File: src/rtl/txd_pkg.sv
package txd_pkg;
  // Length field width and position of the go/busy flag in the register word.
  localparam int TXD_LEN_W  = 11;
  localparam int TXD_GO_BIT = 16;
  localparam int TXD_WORD_W = 32;

  typedef logic [TXD_LEN_W-1:0] txd_len_t;

  // Build the readback word from a descriptor's state.
  function automatic logic [TXD_WORD_W-1:0] txd_pack(input logic busy, input txd_len_t len);
    logic [TXD_WORD_W-1:0] w;
    w = '0;
    w[TXD_LEN_W-1:0] = len;
    w[TXD_GO_BIT]    = busy;
    return w;
  endfunction
endpackage

File: src/rtl/txd_addr_dec.sv
module txd_addr_dec #(
  parameter int NUM_DESC = 4,
  parameter int ADDR_W   = 8,
  parameter logic [ADDR_W-1:0] BASE = 8'h20,
  parameter int STRIDE   = 4
) (
  input  logic [ADDR_W-1:0]   addr,
  output logic [NUM_DESC-1:0] hit
);
  for (genvar i = 0; i < NUM_DESC; i++) begin : g_hit
    localparam logic [ADDR_W-1:0] SLOT_ADDR = ADDR_W'(int'(BASE) + i * STRIDE);
    assign hit[i] = (addr == SLOT_ADDR);
  end
endmodule

File: src/rtl/txd_slot.sv
module txd_slot
  import txd_pkg::*;
(
  input  logic     clk,
  input  logic     rst_n,
  input  logic     wr_hit,
  input  logic     go,
  input  txd_len_t len_in,
  input  logic     release_i,
  output logic     busy,
  output txd_len_t len,
  output logic     take
);
  logic     stage;
  logic     busy_d;
  logic     len_en;
  txd_len_t len_d;

  always_comb begin
    take   = wr_hit && !busy && go && (len_in != '0);
    stage  = wr_hit && !busy && !go;
    busy_d = busy;
    if (take)           busy_d = 1'b1;
    else if (release_i) busy_d = 1'b0;
    len_en = take || stage;
    len_d  = len_in;
  end

  always_ff @(posedge clk or negedge rst_n) begin
    if (!rst_n) begin
      busy <= 1'b0;
      len  <= '0;
    end else begin
      busy <= busy_d;
      if (len_en) len <= len_d;
    end
  end

  a_r6_owned_write_ignored: assert property (@(posedge clk) disable iff (!rst_n)
    (wr_hit && busy && !release_i) |=> (busy && $stable(len)));
  a_r8_release_only_owned: assert property (@(posedge clk) disable iff (!rst_n)
    release_i |-> busy);
  a_r5_zero_len_rejected: assert property (@(posedge clk) disable iff (!rst_n)
    (wr_hit && !busy && go && (len_in == '0)) |=> (!busy && $stable(len)));
  a_r4_stage_stays_free: assert property (@(posedge clk) disable iff (!rst_n)
    (wr_hit && !busy && !go) |=> !busy);
endmodule

File: src/rtl/txd_order_fifo.sv
module txd_order_fifo #(
  parameter int DEPTH = 4,
  parameter int IDX_W = 2
) (
  input  logic             clk,
  input  logic             rst_n,
  input  logic             push,
  input  logic [IDX_W-1:0] push_idx,
  input  logic             pop,
  output logic             not_empty,
  output logic [IDX_W-1:0] head_idx,
  output logic [$clog2(DEPTH+1)-1:0] count
);
  localparam int PTR_W = (DEPTH > 1) ? $clog2(DEPTH) : 1;
  localparam int CNT_W = $clog2(DEPTH+1);
  localparam logic [PTR_W-1:0] LAST = PTR_W'(DEPTH - 1);

  logic [IDX_W-1:0] mem [DEPTH];
  logic [PTR_W-1:0] wr_ptr, rd_ptr, wr_ptr_d, rd_ptr_d;
  logic [CNT_W-1:0] count_d;

  always_comb begin
    wr_ptr_d = wr_ptr;
    rd_ptr_d = rd_ptr;
    count_d  = count;
    if (push) wr_ptr_d = (wr_ptr == LAST) ? '0 : wr_ptr + 1'b1;
    if (pop)  rd_ptr_d = (rd_ptr == LAST) ? '0 : rd_ptr + 1'b1;
    if (push && !pop)      count_d = count + 1'b1;
    else if (pop && !push) count_d = count - 1'b1;
  end

  always_ff @(posedge clk or negedge rst_n) begin
    if (!rst_n) begin
      wr_ptr <= '0;
      rd_ptr <= '0;
      count  <= '0;
    end else begin
      wr_ptr <= wr_ptr_d;
      rd_ptr <= rd_ptr_d;
      count  <= count_d;
    end
  end

  // Storage needs no reset: an entry is only read after it was written.
  always_ff @(posedge clk) begin
    if (push) mem[wr_ptr] <= push_idx;
  end

  assign not_empty = (count != '0);
  assign head_idx  = mem[rd_ptr];

  a_r7_no_overflow: assert property (@(posedge clk) disable iff (!rst_n)
    push |-> ((count < CNT_W'(DEPTH)) || pop));
  a_r9_no_underflow: assert property (@(posedge clk) disable iff (!rst_n)
    pop |-> not_empty);
endmodule

File: src/rtl/tx_desc_pool.sv
module tx_desc_pool
  import txd_pkg::*;
#(
  parameter int NUM_DESC = 4,
  parameter int ADDR_W   = 8,
  parameter logic [ADDR_W-1:0] DESC_BASE = 8'h20
) (
  input  logic                  clk,
  input  logic                  rst_n,
  input  logic                  reg_wr,
  input  logic [ADDR_W-1:0]     reg_addr,
  input  logic [TXD_WORD_W-1:0] reg_wdata,
  output logic [TXD_WORD_W-1:0] reg_rdata,
  output logic [NUM_DESC-1:0]   free_mask,
  output logic                  any_free,
  output logic                  tx_req,
  output logic [$clog2(NUM_DESC)-1:0] tx_idx,
  output logic [TXD_LEN_W-1:0]  tx_len,
  input  logic                  tx_done
);
  localparam int IDX_W = $clog2(NUM_DESC);
  localparam int CNT_W = $clog2(NUM_DESC+1);

  // Reset: asserted at once, released through two flops.
  logic rst_s1, rst_q;
  always_ff @(posedge clk or negedge rst_n) begin
    if (!rst_n) begin
      rst_s1 <= 1'b0;
      rst_q  <= 1'b0;
    end else begin
      rst_s1 <= 1'b1;
      rst_q  <= rst_s1;
    end
  end

  logic [NUM_DESC-1:0] hit, busy_vec, take_vec, rel_vec;
  txd_len_t            len_arr [NUM_DESC];
  logic                push, pop, q_ne;
  logic [IDX_W-1:0]    push_idx, head_idx;
  logic [CNT_W-1:0]    q_count;

  txd_addr_dec #(.NUM_DESC(NUM_DESC), .ADDR_W(ADDR_W), .BASE(DESC_BASE), .STRIDE(4)) u_dec (
    .addr (reg_addr),
    .hit  (hit)
  );

  for (genvar i = 0; i < NUM_DESC; i++) begin : g_slot
    assign rel_vec[i] = pop && (head_idx == IDX_W'(i));
    txd_slot u_slot (
      .clk       (clk),
      .rst_n     (rst_q),
      .wr_hit    (reg_wr && hit[i]),
      .go        (reg_wdata[TXD_GO_BIT]),
      .len_in    (reg_wdata[TXD_LEN_W-1:0]),
      .release_i (rel_vec[i]),
      .busy      (busy_vec[i]),
      .len       (len_arr[i]),
      .take      (take_vec[i])
    );
  end

  // One write per cycle, so at most one take bit is set.
  always_comb begin
    push     = |take_vec;
    push_idx = '0;
    for (int i = 0; i < NUM_DESC; i++)
      if (take_vec[i]) push_idx = IDX_W'(i);
  end

  assign pop = q_ne && tx_done;

  txd_order_fifo #(.DEPTH(NUM_DESC), .IDX_W(IDX_W)) u_fifo (
    .clk       (clk),
    .rst_n     (rst_q),
    .push      (push),
    .push_idx  (push_idx),
    .pop       (pop),
    .not_empty (q_ne),
    .head_idx  (head_idx),
    .count     (q_count)
  );

  always_comb begin
    reg_rdata = '0;
    for (int i = 0; i < NUM_DESC; i++)
      if (hit[i]) reg_rdata = txd_pack(busy_vec[i], len_arr[i]);
  end

  assign free_mask = ~busy_vec;
  assign any_free  = |free_mask;
  assign tx_req    = q_ne;
  assign tx_idx    = head_idx;
  assign tx_len    = len_arr[head_idx];

  a_r10_queue_matches_owned: assert property (@(posedge clk) disable iff (!rst_q)
    $countones(busy_vec) == int'(q_count));
  a_r7_head_is_owned: assert property (@(posedge clk) disable iff (!rst_q)
    tx_req |-> busy_vec[tx_idx]);
  a_r8_done_frees_head: assert property (@(posedge clk) disable iff (!rst_q)
    (tx_req && tx_done) |=> free_mask[$past(tx_idx)]);
  a_r9_idle_done_no_change: assert property (@(posedge clk) disable iff (!rst_q)
    (!tx_req && tx_done && !reg_wr) |=> $stable(free_mask));
endmodule

File: config.mk
export PLATFORM = sky130hd
export DESIGN_NAME = tx_desc_pool
export DESIGN_NICKNAME = d
export VERILOG_FILES = /design/src/rtl/txd_pkg.sv /design/src/rtl/txd_addr_dec.sv /design/src/rtl/txd_slot.sv /design/src/rtl/txd_order_fifo.sv /design/src/rtl/tx_desc_pool.sv
export SDC_FILE = /design/constraint.sdc
export NUM_CORES = 1
export LEC_CHECK = 0
export ABC_AREA = 1
export BUFFER_PORTS_ARGS = -buffer_cell sky130_fd_sc_hd__buf_4
export CAP_MARGIN = 10
export CORE_MARGIN = 2
export CORE_UTILIZATION = 45
export CTS_CLUSTER_SIZE = 8
export DETAILED_ROUTE_END_ITERATION = 16
export GPL_ROUTABILITY_DRIVEN = 0
export PLACE_DENSITY = 0.68
export SYNTH_ARGS = -nofsm -noshare
export SYNTH_HDL_FRONTEND = slang
export SYNTH_HIERARCHICAL = 1
export SYNTH_SLANG_ARGS = --single-unit
File: constraint.sdc
create_clock -name clk -period 1.9 [get_ports clk]
set_input_delay 0.095 -clock clk [delete_from_list [all_inputs] [get_ports clk]]
set_output_delay 0.095 -clock clk [all_outputs]
set_load 0.1 [all_outputs]
# Word level (Yosys, flattened, before mapping)
# Memory sizes are Yosys's and may differ from the RTL's.
# Index checks and enable logic that the tools add are counted.
# W data, S select, Z words.
# totals
reg_bits	57
ramBits	8
input_bits	44
output_inout_bits	51
wordCells	102
memories	1
# op_classes
add_sub_neg	4
magnitude_cmp	1
n_eq_ne	9
mux	24
bitwise_logic	2
n_reduce_logical	48
# mem_list
memory	depth	width	read_ports	rd_clocked_by_memory_dff	write_ports	line	text
u_fifo.mem	4	2	1	0	1	txd_order_fifo.sv:18	logic [IDX_W-1:0] mem [DEPTH];
# ops
operator	n
$mux W32	2
$mux W17	2
$eq A8 B6 Y1 const B	4
$logic_and A1 B1 Y1	27
$bmux W11 S2	1
$mux W11	2
$mux W1	11
$reduce_bool A11 Y1	1
$reduce_bool A2 Y1	5
$eq A2 B2 Y1 const B	4
$mux W2	4
$reduce_or A4 Y1	2
$logic_not A1 Y1	7
$mux W3	2
$add A2 B1 Y2 const B	2
$logic_or A1 B1 Y1	4
$not A4 Y4	1
$add A3 B1 Y3 const B	1
$ge A3 B3 Y1 const B	1
$not A2 Y3	1
$reduce_bool A3 Y1	1
$sub A3 B1 Y3 const B	1
$eq A2 B1 Y1 const B	1
$logic_not A2 Y1	1

# Logic depth before layout (Yosys ltp)
# Gate-level depths: netlist (run 1).
# depth
ltp_word	10
ltp_mapped	22

# Hierarchy
# The synthesis (run 1) kept the hierarchy.
# by_module_without_submodules
mod	instances	cells_each	area_each_um2	seq_area_each_um2
txd_slot	4	66	550.5	300.3
tx_desc_pool	1	221	1114.8	50.0
txd_order_fifo	1	74	735.7	415.4
txd_addr_dec	1	20	82.6	0.0

# Worst setup path before layout (run 1)
# Ideal clock, no wire load.
# synth_path
path_kind	register to output
startpoint	register u_fifo.rd_ptr[0]
endpoint	output port tx_len[9]
t_arrival_ns	2.816
required_ns	1.805
slack_ns	-1.011
path_stages_with_launch	11
n_path_buf	2
path_cell_list	dfrtp_1 inv_2 nand2_1 o211ai_1 nand2_1 buf_4 nand2_1 inv_2 buf_6 nand2_1 nand4_1
# synth_between
elab_chain_len	5
# synth_lines
element	line	text
from (decl)	txd_order_fifo.sv:19	logic [PTR_W-1:0] wr_ptr, rd_ptr, wr_ptr_d, rd_ptr_d;
from (signal assigned)	txd_order_fifo.sv:39	rd_ptr <= rd_ptr_d;
$mem_v2 Z4 W2	--	
net tx_idx[0]	tx_desc_pool.sv:17	output logic [$clog2(NUM_DESC)-1:0] tx_idx,
$not A2 Y3 (not written as such)	tx_desc_pool.sv:93	assign tx_len = len_arr[head_idx];
$bmux W11 S2	tx_desc_pool.sv:93	
$mux W11 (not written as such) (2 in a row)	tx_desc_pool.sv:93	
to (decl)	tx_desc_pool.sv:18	output logic [TXD_LEN_W-1:0] tx_len,
# The timed path passes the listed nets, and every way through them passes these cells. The select of a mux whose other input is x is not followed.

# Worst setup path after layout (run 1)
# layout_path
startpoint	register u_fifo.rd_ptr[0]
endpoint	output port tx_len[1]
# layout_between
elab_chain_len	5
# layout_lines
element	line
$mem_v2 Z4 W2	--
$not A2 Y3 (not written as such)	tx_desc_pool.sv:93
$bmux W11 S2	tx_desc_pool.sv:93
$mux W11 (not written as such) (2 in a row)	tx_desc_pool.sv:93
# No other way between the ends. The select of a mux whose other input is x is not followed.

==> results of run 1 <==
-- stage by stage --
stage / power, mW / hold WS (ns) / TNS, ns
3_3_place_gp: 1.78 / -0.123 / -0.380
6_report: 3.09 / 0.0481 / -1.59
4_1_cts: 3.09 / 0.0432 / -1.53
5_1_grt: 3.17 / 0.0726 / -3.31
3_5_place_dp: 1.78 / -0.121 / -0.457
2_1_floorplan: 1.69 / -0.201 / -5.90
-- report_power, final --
part           leakage, nW  internal, mW  total, mW  switching [mW]
Combinational         1.92        0.0737      0.344           0.270
Sequential           0.815          1.41       1.42          0.0107
Clock                0.106         0.738       1.33           0.588
-- critical path: cells and delay by family (launching register included) --
family	cells	cell delay, ns
AOI/OAI and AO/OA	1	0.13
and+or+nand+nor	5	0.59
DFF	1	0.40
buffers and inverters	3	0.49
-- layout make-up --
type | count | area share, %
well taps | 108 | 2.53
flip-flops and latches | 65 | 31.3
multi-input cells | 426 | 38.6
clock inverters | 7 | 1.76
repair buffers | 116 | 19.0
inverters | 59 | 4.48
clock buffers | 9 | 2.32
-- flip-flops by register name (all words and copies together) (netlist names) --
signal              cells
u_fifo/count            3
rst_s1                  1
u_fifo/mem              8
g_slot.u_slot/len      44
g_slot.u_slot/busy      4
rst_q                   1
u_fifo/wr_ptr           2
u_fifo/rd_ptr           2
-- per-layer routing --
layer / GRT usage [%] / wire length (um)
met5: 0 / 0
met1: 34.9 / 5390
met3: 4.53 / 970
met4: 10.5 / 310
met2: 42.3 / 6150
-- cell usage in the layout (no fill, tap or decap), types with 5 or more instances in the layout --
cell and count:
nor2_2 5, nor2_1 30, o21ai_0 8, nand3_2 6, nand4_1 13, a21oi_1 25, nand2_2 9, edfxtp_1 8
conb_1 21, clkbuf_8 9, nand2_1 198, ha_1 5, buf_4 98, inv_1 47, nand3_1 77, inv_2 8
dfrtp_1 56, buf_8 11, nand2_4 6
-- what timing repair did --
| action | 4_1_cts | 5_1_grt |
|---|---|---|
| setup endpoints to repair | 13 | 13 |
| hold buffers | 1 | 0 |
| resized for setup | 33 | 17 |
| setup buffers | 8 | 5 |
| hold endpoints to repair | 2 | 0 |
| pin swaps | 13 | 7 |
-- logic make-up after synthesis --
| family | count (synthesis) |
|---|---|
| xor+xnor | 1 |
| buf+inv | 107 |
| compound gates | 38 |
| other cells | 2 |
| simple gates | 359 |
| flops | 65 |
| fa+ha+maj | 7 |
-- path summary, 6_finish.rpt --
check / to / slack (ns) / cells after the start
max: tx_len[1] / -0.16 / 9
min: rst_q / 0.05 / 2
max reg2reg: u_fifo/count[1] / -0.13 / 12
min reg2reg: u_fifo/count[0] / 0.25 / 0
max in group asynchronous: g_slot[2].u_slot/len[8] / 1.09 / 1
min in group clk: g_slot[2].u_slot/len[5] / 0.15 / 4
==> results.yml, run 1 <==
timing:
  hold_violations: 0
  worst_slew_pin_slew_ns: 0.522
  setup_violations: 13
  maxSlewViolCount: 0
  max_freq_mhz: 487
  setup_ws_ns: -0.155
  slew_headroom_pct: 65.2
  finalCritPeriodShare_pct: 108
  rsz0062_at_grt: "yes"
  period_minus_slack_ns: 2.06
  skew_ns: 0.00575
clocking:
  clk_pin_slew_worst_paths_ns: 0.08
  cts.sink_count: 65
  clk_path_buf_depth: 2
  insertion_delay_ns: 0.34
  htreeDepth: 3
  cts_made_buffers: 9
  root_buffer: "clkbuf_8"
  cts_tree: "done"
synthesis:
  synth-edff-count: 8
  synthArstFlopShare_pct: 87.7
  synthAdderAreaFrac_pct: 2.30
  ys_seq_area_share_pct: 40.3
  syn_area_um2: 4140
  yosysTopAreaCell: "dfrtp_1"
  yosys_most_used_dff: "dfrtp_1"
  synth-simple-area-share_pct: 38.1
  synth.area.top_cells: "dfrtp_1, nand2_1, nand3_1"
  yosysWarnings: 6
  syn_area_per_cell_um2: 7.14
  synth_seq_cells: 65
  synth_top_area_share_pct: 34.5
  synth_compound_area_share_pct: 4.84
  synthTopCellsByCount: "nand2_1, nand3_1, dfrtp_1, inv_1, nor2_1"
  muxShareOfSynthArea_pct: 0
  ys_types: 27
  synth_top_family_by_area: "simple AND/OR/NAND/NOR gates"
  synthXorXnorAreaFrac_pct: 0.212
  netlist_instances: 579
  post-synth-top-count-cell: "nand2_1"
route:
  ant_nets: 0
  vias: 4190
  routed_wl_um: 12800
  firstDrtPassIters: 5
  drc: 0
  wl_per_cell_um: 16.2
  drt_iter0_markers: 271
  drt-vias-per-instance: 5.30
run_status:
  violations: "negative setup slack"
  status: "finished, violations left"
critical_path:
  worstSetupPathType: "reg -> out"
  cp.required_ns: 1.80
  critPathMaxFanout: 9
  startpoint_type: "register"
  crit_arrival_ns: 1.96
  cpMostUsedCell: "nand2_1"
  rr_startpoint: "g_slot[2].u_slot/busy"
  cp_cell_sequence: "inv_2 -> nand2_1 -> o211ai_1 -> nand2_4 -> nor2_4 -> buf_12 -> nand2_1 -> nand4_1 -> buf_8"
  end_kind: "output pin"
  cp_slowest_stage_delay_ns: 0.40
  startpoint: "u_fifo/rd_ptr[0]"
  cpMaxStageDelayCell: "dfrtp_1"
final_layout:
  multi_input_area_um2: 2060
  n_fill_cell: 785
  nets: 728
  seq_area_um2: 1670
  final_cells: 790
  final_cell_area_um2: 5330
  area_growth_pct: 28.9
  fin_util_pct: 60.5
  drive_gt1_share_pct: 26.4
  n_antenna_cell: 0
grt:
  antenna_found_initial: 0
  grt_max_degree: 25
  first_global_vias: 4004
  grt-ovfl-total: 0
  grt_pass1_wl_um: 20100
  grt_usage_pct: 26.1
floorplanning:
  start_util_pct: 47.0
  die_height_um: 99.9
  core_um2: 8810
  num_rows: 34
  io_pins: 95
  die_x_um: 99.9
  dieArea_um2: 9970
power_and_ir_drop:
  ir_drop_v: 0.000445
  leakage_nw: 2.84
  powerDensity_nw_per_um2: 579
place:
  place_ws_ns: -0.243
  hpwl_um: 9060
  placed_cells: 760
  postPlaceCellArea_um2: 4850
  portBuffers: 54
min_path:
  min_path_type: "in -> async"
flow_run:
  max_cap_viol_count: 0
No activity file was read; power rests on OpenSTA's default activity.
==> run 2: changes to the inputs <==
CORE_ASPECT_RATIO = 1.4   (was default)
==> results.yml, run 2 (synthesis results as in run 1) <==
floorplanning:
  dieArea_um2: 9980
  die_height_um: 117
  die_x_um: 85.0
  core_um2: 8980
  num_rows: 41
  start_util_pct: 46.1
  io_pins: 95
timing:
  skew_ns: 0.00432
  hold_violations: 0
  period_minus_slack_ns: 2.12
  maxSlewViolCount: 0
  finalCritPeriodShare_pct: 112
  rsz0062_at_grt: "yes"
  setup_violations: 13
  max_freq_mhz: 471
  finalSetupTns_ns: -2.38
  setup_ws_ns: -0.225
final_layout:
  top_register: "g_slot.u_slot/len"
  final_cells: 792
  n_antenna_cell: 0
  area_growth_pct: 32.0
  largest_register_ffs: 44
  final_cell_area_um2: 5460
  fin_util_pct: 60.8
  reg_top3: "g_slot.u_slot/len: 44 flops, u_fifo/mem: 8 flops, g_slot.u_slot/busy: 4 flops"
  final_cell_mix: "nand2_1, buf_4, nand3_1"
  layout_commonest_cell: "nand2_1"
  drive_gt1_share_pct: 26.7
  nets: 731
flow_run:
  max_cap_viol_count: 0
grt:
  first_global_vias: 4069
  antenna_found_initial: 0
  grt-ovfl-total: 0
  grt_pass1_wl_um: 19800
  grt_max_degree: 56
  grt_usage_pct: 25.2
place:
  placed_cells: 761
  postPlaceCellArea_um2: 4850
  hpwl_um: 8620
  portBuffers: 54
critical_path:
  critPathMaxFanout: 7
  worstSetupPathType: "reg -> out"
  cp.required_ns: 1.80
  startpoint_type: "register"
  cpMaxStageDelayCell: "dfrtp_2"
  cp_slowest_stage_delay_ns: 0.41
  cp_num_buf_inv: 3
  cp_cell_sequence: "clkinvlp_4 -> o211ai_1 -> nand2_4 -> nor2_4 -> buf_6 -> nand2_2 -> nand4_1 -> buf_8"
  end_kind: "output pin"
  crit_arrival_ns: 2.03
  cp_top_family: "simple AND/OR/NAND/NOR gates"
route:
  drc: 0
  drt_iter0_markers: 330
  routed_wl_um: 12600
  firstDrtPassIters: 10
  ant_nets: 0
  wl_per_cell_um: 15.9
  vias: 4269
  drt-vias-per-instance: 5.39
power_and_ir_drop:
  power_mw: 3.37
  ir_drop_v: 0.000536
  powerDensity_nw_per_um2: 618
  leakage_nw: 2.89
clocking:
  root_buffer: "clkbuf_16"
  htreeDepth: 3
  insertion_delay_ns: 0.32
  clk_path_buf_depth: 2
  cts.sink_count: 65
  cts_tree: "done"
  cts_made_buffers: 9
  clk_pin_slew_worst_paths_ns: 0.05
run_status:
  status: "finished, violations left"
  violations: "negative setup slack"
min_path:
  min_path_type: "in -> async"
## run 2: cell count changes in the layout (fill, tap and decap cells not counted), sizes merged
cell / before / now
clkinvlp: 2 / 1
bufinv: 2 / 1
inv: 60 / 59
clkbuf: 9 / 13
buf: 115 / 117
## run 2: final timing paths
check,startpoint,to,slack (ns),depth (start not counted)
worst max-delay path,u_fifo/rd_ptr[0],tx_len[5],-0.22,8
worst min-delay path,rst_n,rst_s1,0.09,2
worst max register to register,g_slot[2].u_slot/busy,u_fifo/count[1],-0.05,12
worst min register to register,rst_q,g_slot[3].u_slot/len[7],0.25,1
max in group asynchronous,rst_q,g_slot[3].u_slot/len[6],1.38,1
min in group clk,reg_wdata[0],g_slot[1].u_slot/len[0],0.17,4
## run 2: final cells by class
type	instances	area, um^2
fillers	798	3520
clock inverters	3	40.0
well taps	107	134
flip-flops and latches	65	1670
repair inverters	1	7.51
inverters	59	241
repair buffers	118	1050
multi-input cells	426	2070
clock buffers	13	250
## run 2: metal layers
layer | track usage [%] | wire length, um
met1 | 29.5 | 4720
met2 | 44.2 | 6700
met3 | 3.10 | 779
met4 | 12.9 | 422
met5 | 0 | 0
## run 2: through the flow
stage | setup WS, ns | hold slack, ns
detailed placement | -0.277 | -0.120
finish | -0.225 | 0.0894
CTS | -0.157 | 0.0868
floorplan | -0.499 | -0.201
global placement | -0.220 | -0.123
global route | -0.272 | 0.114
## run 2: power breakdown
group / internal (mW) / switching, mW
clock: 1.05 / 0.558
sequential: 1.41 / 0.00197
combinational: 0.0788 / 0.278
total: 2.54 / 0.838
## run 2: worst reg2reg max path, stage by stage (launching register included)
cell	delay [ns]
dfrtp_1	0.34
inv_1	0.05
and3_1	0.15
nand2_1	0.08
inv_2	0.04
or2_4	0.24
nor2_4	0.08
nand2_2	0.08
ha_4	0.18
inv_4	0.06
fa_2	0.41
nand2_1	0.07
nand2_1	0.04
## run 2: repair_timing
action	4_1_cts	5_1_grt
pin swaps	7	24
resized for setup	30	31
setup buffers	5	8
setup endpoints to repair	13	14
cloned	0	1
hold buffers	1	0
endpoints found under the hold margin	2	0
